`config.mk`:
```
export PLATFORM = sky130hd
export DESIGN_NAME = gpio_edge_bank
export DESIGN_NICKNAME = d
export VERILOG_FILES = /design/src/rtl/gpio_bank_pkg.sv /design/src/rtl/gpio_bank_ctrl.sv /design/src/rtl/gpio_bank_datapath.sv /design/src/rtl/gpio_edge_bank.sv
export SDC_FILE = /design/constraint.sdc
export NUM_CORES = 1
export LEC_CHECK = 0
export BUFFER_PORTS_ARGS = -buffer_cell sky130_fd_sc_hd__buf_2
export CAP_MARGIN = 20
export CORE_ASPECT_RATIO = 1.1
export CORE_MARGIN = 2
export CORE_UTILIZATION = 38
export CTS_CLUSTER_DIAMETER = 60
export DETAILED_ROUTE_END_ITERATION = 10
export MAX_ROUTING_LAYER = met4
export PLACE_DENSITY = 0.61
export SLEW_MARGIN = 20
export SYNTH_ARGS = -nofsm -noshare
export SYNTH_HDL_FRONTEND = slang
export SYNTH_SLANG_ARGS = --single-unit
```
`constraint.sdc`:
```
create_clock -name clk -period 3.9 [get_ports clk]
set_input_delay 0.78 -clock clk [delete_from_list [all_inputs] [get_ports clk]]
set_output_delay 0.78 -clock clk [all_outputs]
set_load 0.05 [all_outputs]
```
`src/rtl/gpio_bank_pkg.sv`:
```
package gpio_bank_pkg;

  localparam int PORT_W    = 8;
  localparam int NUM_PORTS = 4;
  localparam int LINES     = PORT_W * NUM_PORTS;
  localparam int DATA_W    = 32;
  localparam int MODE_W    = 2;

  typedef struct packed {
    logic wrSel;
    logic wrDir;
    logic wrData;
    logic wrStat;
    logic wrMaskLo;
    logic wrMaskHi;
  } bankStrb_t;

  typedef enum logic [2:0] {
    RS_ZERO,
    RS_SEL,
    RS_DIR,
    RS_DATA,
    RS_STAT,
    RS_MASK_LO,
    RS_MASK_HI
  } readSel_t;

  // bus bit that carries a line in the one-bit-per-line words
  function automatic int lineBitPos(int line, bit reversed);
    int port = line / PORT_W;
    int pin  = line % PORT_W;
    return reversed ? line : PORT_W * (NUM_PORTS - 1 - port) + pin;
  endfunction

  // start of a line's edge field in the 64-bit mask space
  function automatic int lineMaskPos(int line, bit reversed);
    int port = line / PORT_W;
    int pin  = line % PORT_W;
    return reversed ? MODE_W * line : MODE_W * (PORT_W * (port ^ 1) + pin);
  endfunction

endpackage

```
`src/rtl/gpio_bank_ctrl.sv`:
```
module gpio_bank_ctrl
  import gpio_bank_pkg::*;
#(
  parameter int ADDR_W = 5
) (
  input  logic [ADDR_W-1:0] busAddr,
  input  logic              busWe,
  output bankStrb_t         strb,
  output readSel_t          rdSel
);

  localparam int WORD_LSB = 2;

  logic [ADDR_W-WORD_LSB-1:0] wordIdx;
  assign wordIdx = busAddr[ADDR_W-1:WORD_LSB];

  always_comb begin
    strb  = '0;
    rdSel = RS_ZERO;
    case (wordIdx)
      3'd0: begin rdSel = RS_SEL;     strb.wrSel    = busWe; end
      3'd2: begin rdSel = RS_DIR;     strb.wrDir    = busWe; end
      3'd3: begin rdSel = RS_DATA;    strb.wrData   = busWe; end
      3'd4: begin rdSel = RS_STAT;    strb.wrStat   = busWe; end
      3'd5: begin rdSel = RS_MASK_LO; strb.wrMaskLo = busWe; end
      3'd6: begin rdSel = RS_MASK_HI; strb.wrMaskHi = busWe; end
      default: ;
    endcase
  end

  // unmapped words never raise a write strobe
  always_comb begin
    if (rdSel == RS_ZERO) begin
      p_reserved_quiet_r11: assert (strb == '0);
    end
  end

endmodule

```
`src/rtl/gpio_bank_datapath.sv`:
```
module gpio_bank_datapath
  import gpio_bank_pkg::*;
#(
  parameter bit REVERSED_PORTS = 1'b0
) (
  input  logic              clk,
  input  logic              rstN,
  input  bankStrb_t         strb,
  input  readSel_t          rdSel,
  input  logic [DATA_W-1:0] busWdata,
  output logic [DATA_W-1:0] busRdata,
  input  logic [LINES-1:0]  pinIn,
  output logic [LINES-1:0]  pinOut,
  output logic [LINES-1:0]  pinOe,
  output logic [LINES-1:0]  pinSel,
  output logic              irqOut
);

  logic [LINES-1:0] selQ, dirQ, outQ, statQ;
  logic [LINES-1:0] sync1Q, sync2Q, prevQ;
  logic [LINES-1:0][MODE_W-1:0] modeQ;

  logic [LINES-1:0] wrLines, dataView, riseV, fallV, hitV, clrV, quietV;
  logic [LINES-1:0][MODE_W-1:0] modeWd;
  logic [LINES-1:0] modeWe;

  wire [DATA_W-1:0] selBus, dirBus, dataBus, statBus, maskLoBus, maskHiBus;

  assign dataView = (dirQ & outQ) | (~dirQ & sync2Q);
  assign riseV    = sync2Q & ~prevQ;
  assign fallV    = ~sync2Q & prevQ;
  assign clrV     = strb.wrStat ? wrLines : '0;

  for (genvar l = 0; l < LINES; l++) begin : g_line
    localparam int BP = lineBitPos(l, REVERSED_PORTS);
    localparam int MP = lineMaskPos(l, REVERSED_PORTS);

    assign wrLines[l] = busWdata[BP];
    assign selBus[BP]  = selQ[l];
    assign dirBus[BP]  = dirQ[l];
    assign dataBus[BP] = dataView[l];
    assign statBus[BP] = statQ[l];

    assign hitV[l]   = ~dirQ[l] & ((modeQ[l][1] & riseV[l]) | (modeQ[l][0] & fallV[l]));
    assign quietV[l] = dirQ[l] | (modeQ[l] == '0);

    if (MP < DATA_W) begin : g_lo
      assign maskLoBus[MP +: MODE_W] = modeQ[l];
      assign modeWd[l] = busWdata[MP +: MODE_W];
      assign modeWe[l] = strb.wrMaskLo;
    end else begin : g_hi
      assign maskHiBus[MP-DATA_W +: MODE_W] = modeQ[l];
      assign modeWd[l] = busWdata[MP-DATA_W +: MODE_W];
      assign modeWe[l] = strb.wrMaskHi;
    end
  end

  always_ff @(posedge clk or negedge rstN) begin
    if (!rstN) begin
      selQ   <= '0;
      dirQ   <= '0;
      outQ   <= '0;
      statQ  <= '0;
      sync1Q <= '0;
      sync2Q <= '0;
      prevQ  <= '0;
      modeQ  <= '0;
    end else begin
      sync1Q <= pinIn;
      sync2Q <= sync1Q;
      prevQ  <= sync2Q;
      statQ  <= (statQ & ~clrV) | hitV;
      if (strb.wrSel)  selQ <= wrLines;
      if (strb.wrDir)  dirQ <= wrLines;
      if (strb.wrData) outQ <= wrLines;
      for (int l = 0; l < LINES; l++) begin
        if (modeWe[l]) modeQ[l] <= modeWd[l];
      end
    end
  end

  always_comb begin
    case (rdSel)
      RS_SEL:     busRdata = selBus;
      RS_DIR:     busRdata = dirBus;
      RS_DATA:    busRdata = dataBus;
      RS_STAT:    busRdata = statBus;
      RS_MASK_LO: busRdata = maskLoBus;
      RS_MASK_HI: busRdata = maskHiBus;
      default:    busRdata = '0;
    endcase
  end

  assign pinOut = outQ;
  assign pinOe  = dirQ;
  assign pinSel = selQ;
  assign irqOut = |statQ;

  // a written one clears the bit unless a new edge lands on it
  p_w1c_clear_r5: assert property (@(posedge clk) disable iff (!rstN)
    strb.wrStat |=> ((statQ & $past(clrV & ~hitV)) == '0));

  // without a status write, set bits stay set
  p_sticky_r5: assert property (@(posedge clk) disable iff (!rstN)
    !strb.wrStat |=> ((statQ & $past(statQ)) == $past(statQ)));

  // a recorded edge always ends up set, clear or not
  p_edge_kept_r6: assert property (@(posedge clk) disable iff (!rstN)
    (hitV != '0) |=> ((statQ & $past(hitV)) == $past(hitV)));

  // outputs and disabled lines never gain a status bit
  p_quiet_lines_r7: assert property (@(posedge clk) disable iff (!rstN)
    rstN |=> ((statQ & ~$past(statQ) & $past(quietV)) == '0));

  // direction only moves on its own write
  p_dir_hold_r2: assert property (@(posedge clk) disable iff (!rstN)
    !strb.wrDir |=> $stable(pinOe));

endmodule

```
`src/rtl/gpio_edge_bank.sv`:
```
module gpio_edge_bank
  import gpio_bank_pkg::*;
#(
  parameter bit REVERSED_PORTS = 1'b0,
  parameter int ADDR_W         = 5
) (
  input  logic              clk,
  input  logic              rstN,
  input  logic [ADDR_W-1:0] busAddr,
  input  logic              busWe,
  input  logic [DATA_W-1:0] busWdata,
  output logic [DATA_W-1:0] busRdata,
  input  logic [LINES-1:0]  pinIn,
  output logic [LINES-1:0]  pinOut,
  output logic [LINES-1:0]  pinOe,
  output logic [LINES-1:0]  pinSel,
  output logic              irqOut
);

  bankStrb_t strb;
  readSel_t  rdSel;

  gpio_bank_ctrl #(.ADDR_W(ADDR_W)) u_ctrl (
    .busAddr(busAddr),
    .busWe  (busWe),
    .strb   (strb),
    .rdSel  (rdSel)
  );

  gpio_bank_datapath #(.REVERSED_PORTS(REVERSED_PORTS)) u_dp (
    .clk     (clk),
    .rstN    (rstN),
    .strb    (strb),
    .rdSel   (rdSel),
    .busWdata(busWdata),
    .busRdata(busRdata),
    .pinIn   (pinIn),
    .pinOut  (pinOut),
    .pinOe   (pinOe),
    .pinSel  (pinSel),
    .irqOut  (irqOut)
  );

endmodule

```
==> impl_results.rst, run 1 <==
.. list-table::
   :header-rows: 1

   * - Metric
     - Value
   * - Horizontal die dimension
     - about 170 um
   * - Number of instances resized during post-cts repair
     - 0
   * - Number of levels the H-tree was split into
     - 1
   * - Drt total wl
     - roughly 33000 um
   * - Ratio of cells with drive above 1 in the final layout
     - a little over two fifths
   * - Clock Path Buffers
     - 3
   * - Syn avg cell area
     - about 14 um2
   * - Reg-to-Reg Start
     - u_dp.sync2Q[11]
   * - Ranking of synthesized cells by area
     - sky130_fd_sc_hd__dfrtp_1, sky130_fd_sc_hd__mux2_2, sky130_fd_sc_hd__a22oi_1
   * - Class of the tightest hold or removal check
     - in -> async
   * - Top cell types by occurrence after synthesis
     - sky130_fd_sc_hd__dfrtp_1, sky130_fd_sc_hd__mux2_2, sky130_fd_sc_hd__a22oi_1
   * - Cell area after synthesis
     - about 12000 um2
   * - Overall die area
     - 32500 um2
   * - Arr. time, crit path
     - 2.47 ns
   * - Yosys cell types
     - 36
   * - FMAX
     - between 300 and 400 MHz
   * - Number of routed nets with antenna violations
     - 0
   * - R2R Path End
     - u_dp.statQ[11]
   * - Number of instances in the placed design
     - about 1400
   * - Count of endpoints failing setup in the final report
     - 0
   * - Via density per instance
     - between 5 and 6
   * - Max transition margin
     - 40.8%
   * - Largest stage delay, worst path
     - 0.59 ns
   * - CP endpoint kind
     - output pin
   * - Aggregate global-route resource usage
     - about a fifth
   * - Minimum period implied by the final worst setup slack
     - between 3 and 4 ns
   * - Fin Clk Skew
     - 0.00813 ns
   * - Crit start category
     - register
   * - CTS tree
     - done
   * - Clock buffer count from CTS
     - 30
   * - Type of the worst setup path
     - reg -> out
   * - Number of global-route vias before repair
     - roughly 8200
   * - I/O pin cnt
     - 201
   * - Post-layout instance count excluding filler cells
     - 1484
   * - Area used by sequential logic in the layout
     - approximately 7200 um2
   * - Count of synthesis-stage warnings from yosys
     - 0
   * - Final weighted congestion in routability-driven placement
     - 0.840
   * - Most common cell in the netlist
     - sky130_fd_sc_hd__dfrtp_1
   * - Global route total overflow
     - 0
   * - Post-route fraction of the period consumed by the critical path
     - 83.2%
   * - Number of nets in the synthesized netlist
     - about 920
   * - Max-cap violations
     - 0
   * - Cells along the critical path
     - nor4_1, nand4_1, or2_2, buf_2
   * - IR Drop Worst-Case VDD
     - around 0.45 mV
   * - Wire length of the first global-routing pass
     - 50400 um
   * - Initial DRT Pass Iterations
     - 5
   * - Fraction of synthesized cell area taken by the top area cell type
     - 61.1%
   * - IO Port Bufs
     - 198
   * - Placed inst area
     - 13300 um2
   * - Worst hold slack across all endpoints
     - between 0.2 and 0.3 ns
   * - RSZ-0062 raised after global routing
     - no
   * - Die Y
     - about 190 um
   * - Area of the core region
     - a little over 30000 um2
   * - Slowest cell on the critical path
     - sky130_fd_sc_hd__nor4_1
   * - Layout area overhead
     - 21.9%
   * - Number of antenna violations at the first check in global routing
     - 0
   * - Worst endpoint required time
     - approximately 3.1 ns
   * - Setup TNS
     - 0 ns
   * - Clock sinks
     - ~290
   * - Number of DRC markers after the initial detailed-route iteration
     - a little under 600
   * - Effective utilization at floorplan
     - between 30% and 40%
   * - Total area of multi-input combinational cells
     - between 4000 and 5000 um2
   * - Number of hold buffers added after cts
     - 0
   * - Cell type contributing the most total cell area after synthesis
     - sky130_fd_sc_hd__dfrtp_1
   * - Routed wirelength normalized by instance count
     - ~22 um
   * - Final antenna diode count
     - 0
   * - Pre-CTS setup slack
     - 0.704 ns
   * - Clk pin slew, worst setup/hold paths
     - approximately 0.06 ns
   * - Fill count
     - 2850
   * - Number of register bits inferred by synthesis
     - between 200 and 300
   * - Proportion of synthesized chip area in sequential cells
     - about three fifths
   * - Leakage dissipation
     - roughly 0.0064 uW
   * - Later-pin clock latency in the skew report
     - between 0.5 and 0.6 ns
   * - Residual DRC count
     - 0
   * - Least-Margin Pin Slew
     - approximately 0.89 ns
   * - Num rows
     - 67
   * - Largest net degree at the start of global routing
     - between 100 and 150
   * - Final Slew Violations
     - 0
   * - Post-synth EDFFs
     - 0
   * - Dominant synthesized flop cell
     - sky130_fd_sc_hd__dfrtp_1
   * - Largest fanout of any net on the critical path
     - 3
   * - Setup repair bufs after CTS
     - 0
   * - Depth of the worst register-to-register path
     - 3
   * - Internal reg-to-reg setup slack
     - about 2.9 ns
   * - Final instance area
     - between 10000 and 15000 um2
   * - DR vias
     - approximately 8100
   * - Placed wire-length estimate after detailed placement
     - about 21000 um
   * - Gate count of the mapped netlist
     - between 800 and 900
   * - Cell chosen for the clock root
     - sky130_fd_sc_hd__clkbuf_16
   * - Post-layout nets
     - 1120
   * - Total power per unit cell area
     - around 660 nW/um2
   * - Final hold viol count
     - 0
   * - Outcome
     - completed
   * - Crit path setup slack, layout
     - 0.654 ns
   * - Async set-or-reset flop fraction in the synthesized netlist
     - 100%
## critical path: cells and delay by family (launching register included)
family        cells  cell delay, ns
buf+inv           1            0.22
flops             1            0.42
simple gates      3            1.27
## placed cells by master, fill, tap and decap left out, types with 2 or more instances in the layout
| cell type | Yosys | final |
|---|---|---|
| sky130_fd_sc_hd__dfrtp_1 | 288 | 288 |
| sky130_fd_sc_hd__buf_2 | 23 | 197 |
| sky130_fd_sc_hd__mux2_2 | 155 | 155 |
| sky130_fd_sc_hd__a22oi_1 | 89 | 89 |
| sky130_fd_sc_hd__nand2_1 | 65 | 65 |
| sky130_fd_sc_hd__nand3b_1 | 34 | 34 |
| sky130_fd_sc_hd__clkbuf_16 | 0 | 31 |
| sky130_fd_sc_hd__mux2_4 | 30 | 30 |
| sky130_fd_sc_hd__nand3_1 | 28 | 28 |
| sky130_fd_sc_hd__a21oi_1 | 18 | 18 |
| sky130_fd_sc_hd__a21o_1 | 17 | 17 |
| sky130_fd_sc_hd__o22a_1 | 15 | 15 |
| sky130_fd_sc_hd__o2bb2ai_1 | 15 | 15 |
| sky130_fd_sc_hd__buf_4 | 9 | 13 |
| sky130_fd_sc_hd__nor4_1 | 8 | 8 |
| sky130_fd_sc_hd__clkbuf_1 | 6 | 7 |
| sky130_fd_sc_hd__buf_12 | 0 | 6 |
| sky130_fd_sc_hd__clkbuf_8 | 0 | 5 |
| sky130_fd_sc_hd__bufinv_16 | 0 | 5 |
| sky130_fd_sc_hd__inv_1 | 4 | 4 |
| sky130_fd_sc_hd__and3b_1 | 4 | 4 |
| sky130_fd_sc_hd__mux2_1 | 4 | 4 |
| sky130_fd_sc_hd__clkinv_2 | 0 | 4 |
| sky130_fd_sc_hd__mux2i_1 | 3 | 3 |
| sky130_fd_sc_hd__o32a_1 | 3 | 3 |
| sky130_fd_sc_hd__a32oi_1 | 3 | 3 |
| sky130_fd_sc_hd__o211ai_1 | 3 | 3 |
| sky130_fd_sc_hd__nand4_1 | 2 | 2 |
| sky130_fd_sc_hd__and2_2 | 0 | 2 |
## per-stage QoR
| stage | power, uW | utilization, % |
|---|---|---|
| floorplan | 5670 | - |
| global placement | 6410 | 43.6 |
| detailed placement | 6440 | 43.6 |
| CTS | 9530 | 47.1 |
| global route | 9840 | 47.1 |
| finish | 9430 | 47.1 |
## worst max path at each step
stage                     slack, ns            to            from
after floorplan                1.02  busRdata[13]      busAddr[2]
after global placement         0.70  busRdata[13]      busAddr[3]
after detailed placement       0.70  busRdata[13]      busAddr[3]
after CTS                      0.60        irqOut  u_dp.statQ[30]
after global routing           0.61  busRdata[13]      busAddr[3]
final                          0.65        irqOut  u_dp.statQ[30]
## report_power, final
group          switching [uW]  leakage, uW  internal, uW  total (uW)
Sequential                538      0.00336          3500        4040
Combinational            1550      0.00252           794        2350
Clock                    1180     0.000521          1870        3050
## final cells by class
| cell class | count | area share (%) |
|---|---|---|
| clock inverter | 11 | 1.31 |
| inverter | 4 | 0.104 |
| sequential | 288 | 50.2 |
| tap | 414 | 3.60 |
| clock buffer | 43 | 6.06 |
| multi-input combinational | 507 | 30.3 |
| timing repair buffer | 217 | 8.48 |
## cells by family (layout without fill, tap and decap cells)
logic type	count (synthesis)	after routing	share of synthesized area (%)
buffers and inverters	48	275	2.26
muxes	192	192	19.3
and+or+nand+nor	151	151	6.89
DFF	288	288	61.1
AOI/OAI and AO/OA	164	164	10.5
## layer usage
layer  vias up  share of wire (%)  global-route usage [%]
li1       3577                  -                       -
met2       260                 48                    33.0
met4         0                2.5                    5.43
met3        52                5.4                    2.92
met5         -                  0                       -
met1      4169                 45                    28.7
## sequential cells by signal, indices dropped and copies added, names as in the netlist
register        count
u_dp.pinOut        32
u_dp.maskHiBus     32
u_dp.pinOe         32
u_dp.sync2Q        32
u_dp.maskLoBus     32
u_dp.statQ         32
u_dp.pinSel        32
u_dp.sync1Q        32
u_dp.prevQ         32
Power figures use the tool's default switching activity.
==> run 2, diff against run 1 <==
==> constraint.sdc (replaced) <==
create_clock -name clk -period 3.1 [get_ports clk]
set_input_delay 0.62 -clock clk [delete_from_list [all_inputs] [get_ports clk]]
set_output_delay 0.62 -clock clk [all_outputs]
set_load 0.05 [all_outputs]
==> run 2 against run 1 <==
Against the previous run:
- final area up 1.1%
- combinational power rose by 26%
- utilization increased by 0.50 points
- die area is the same
- clock-buffer cell count rose by 4
- wire length decreased by 1.4%
- critical path depth is the same
- sequential share of layout area is 0.52 points lower
- final cell count increased by 0.61%
- clock power grew 27%
- highest routed layer unchanged
==> impl_results.rst, run 2 (synthesis gave the netlist of run 1 again) <==
.. list-table::
   :header-rows: 1

   * - Metric
     - Value
   * - Clock sinks
     - about 290
   * - Overall die area
     - 32500 um2
   * - Number of levels the H-tree was split into
     - 2
   * - Aggregate global-route resource usage
     - a little over a fifth
   * - Largest net degree at the start of global routing
     - slightly above 80
   * - Number of antenna violations at the first check in global routing
     - 0
   * - Fill count
     - 2819
   * - Number of routed nets with antenna violations
     - 0
   * - IR Drop Worst-Case VDD
     - 0.531 mV
   * - Cell chosen for the clock root
     - sky130_fd_sc_hd__clkbuf_16
   * - Area of the core region
     - 30500 um2
   * - Leakage dissipation
     - 0.00648 uW
   * - M2 GR Usage
     - approximately a third
   * - Max-cap violations
     - 0
   * - Met1 demand-to-capacity share in global routing
     - 28.1%
   * - Critical path depth in cells
     - 4
   * - Kind of cell with the highest combined delay on the critical path
     - simple AND/OR/NAND/NOR gates
   * - Max transition margin
     - a little over half
   * - CTS tree
     - done
   * - Largest stage delay, worst path
     - 0.65 ns
   * - Crit start category
     - register
   * - Total area of multi-input combinational cells
     - roughly 4400 um2
   * - CP endpoint kind
     - output pin
   * - Num rows
     - 67
   * - Number of hold buffers added after cts
     - 0
   * - Cells along the critical path
     - nor4_1, nand4_1, or2_2, buf_2
   * - FMAX
     - roughly 340 MHz
   * - Final Slew Violations
     - 0
   * - Met3 routing resource usage after global routing
     - approximately 2.9%
   * - Residual DRC count
     - 0
   * - Effective utilization at floorplan
     - between 30% and 40%
   * - Number of DRC markers after the initial detailed-route iteration
     - between 600 and 700
   * - RSZ-0062 raised after global routing
     - no
   * - Clock Path Buffers
     - 3
   * - Via density per instance
     - 5.38
   * - Leading cell type in the layout, fill and taps excluded
     - sky130_fd_sc_hd__dfrtp_1
   * - Global route total overflow
     - 0
   * - Final hold viol count
     - 0
   * - Minimum period implied by the final worst setup slack
     - ~2.9 ns
   * - Ratio of cells with drive above 1 in the final layout
     - between 40% and 50%
   * - R2R Path End
     - u_dp.statQ[11]
   * - Final antenna diode count
     - 0
   * - Drt total wl
     - about 32000 um
   * - Total power per unit cell area
     - about 820 nW/um2
   * - Initial DRT Pass Iterations
     - 5
   * - Final weighted congestion in routability-driven placement
     - about 0.84
   * - IO Port Bufs
     - slightly below 200
   * - Wire length of the first global-routing pass
     - ~50000 um
   * - Clock buffer count from CTS
     - 34
   * - Internal reg-to-reg setup slack
     - ~2.1 ns
   * - Count of endpoints failing setup in the final report
     - 0
   * - Layer carrying the most global-route usage
     - met2
   * - Setup repair bufs after CTS
     - 0
   * - Class of the tightest hold or removal check
     - in -> async
   * - Worst hold slack across all endpoints
     - about 0.10 ns
   * - Area used by sequential logic in the layout
     - approximately 7200 um2
   * - Setup TNS
     - 0 ns
   * - Number of global-route vias before repair
     - roughly 8200
   * - Layout area overhead
     - 23.1%
   * - Post-route fraction of the period consumed by the critical path
     - 94.3%
   * - I/O pin cnt
     - ~200
   * - Least-Margin Pin Slew
     - a little under 0.7 ns
   * - DR vias
     - 8033
   * - Reg-to-Reg Start
     - u_dp.sync2Q[11]
   * - Die Y
     - 189 um
   * - Most used cells in the layout excluding fill and tap cells
     - sky130_fd_sc_hd__dfrtp_1, sky130_fd_sc_hd__buf_2, sky130_fd_sc_hd__mux2_2
   * - Clk pin slew, worst setup/hold paths
     - 0.06 ns
   * - Fin Clk Skew
     - a little under 0.009 ns
   * - Outcome
     - completed
   * - Type of the worst setup path
     - reg -> out
   * - Largest fanout of any net on the critical path
     - 3
   * - Horizontal die dimension
     - roughly 170 um
   * - Placed wire-length estimate after detailed placement
     - ~22000 um
   * - Post-layout nets
     - approximately 1100
   * - Worst endpoint required time
     - about 2.5 ns
   * - Number of instances resized during post-cts repair
     - 0
   * - Later-pin clock latency in the skew report
     - 0.50 ns
   * - Arr. time, crit path
     - between 2 and 2.5 ns
   * - Depth of the worst register-to-register path
     - 3
   * - Worst path buffer plus inverter count
     - 1
   * - Routed wirelength normalized by instance count
     - 21.8 um
   * - Slowest cell on the critical path
     - sky130_fd_sc_hd__nor4_1
## run 2: cell types whose count changed in the layout (fill, tap and decap cells not counted), sizes merged
cell	delta
buf	+7
clkbuf	+4
clkinv	+2
bufinv	-4
## run 2: final cells by class
class | instances | area share (%)
clock inverters | 9 | 0.560
repair buffers | 224 | 9.18
flip-flops and latches | 288 | 49.6
multi-input cells | 507 | 30.0
well taps | 414 | 3.57
clock buffers | 47 | 6.98
inverters | 4 | 0.103
## run 2: worst register-to-register path: cells and delay by family, from the launching register on
family / cells / cell delay (ns)
flops: 1 / 0.48
compound gates: 2 / 0.37
simple gates: 1 / 0.08
## run 2: worst max path at each step
| stage | startpoint | endpoint | slack [ns] |
|---|---|---|---|
| after floorplan | busAddr[2] | busRdata[13] | 0.54 |
| after global placement | busAddr[3] | busRdata[13] | 0.43 |
| after detailed placement | busAddr[3] | busRdata[13] | 0.44 |
| after CTS | u_dp.statQ[21] | irqOut | 0.15 |
| after global routing | u_dp.statQ[15] | irqOut | 0.09 |
| final | u_dp.statQ[15] | irqOut | 0.18 |
## run 2: stage by stage
stage	setup WS (ns)	total power (uW)	cell area, um2	util [%]	cells
floorplan	0.545	7130	11800	-	843
global placement	0.425	8070	13400	44.0	1437
detailed placement	0.442	8110	13400	44.0	1437
CTS	0.148	12000	14500	47.6	1493
global route	0.0875	12400	14500	47.6	1493
finish	0.177	11900	14500	47.6	1493
## run 2: where the power goes
group          internal, uW  switching [uW]
Combinational          1010            1960
Clock                  2360            1500
Sequential             4400             668
## run 2: per-layer routing
metal  share of wire [%]  routed length [um]
met4                 2.6                 847
met5                   0                   0
met1                  44               14200
met3                 5.2                1690
met2                  48               15700
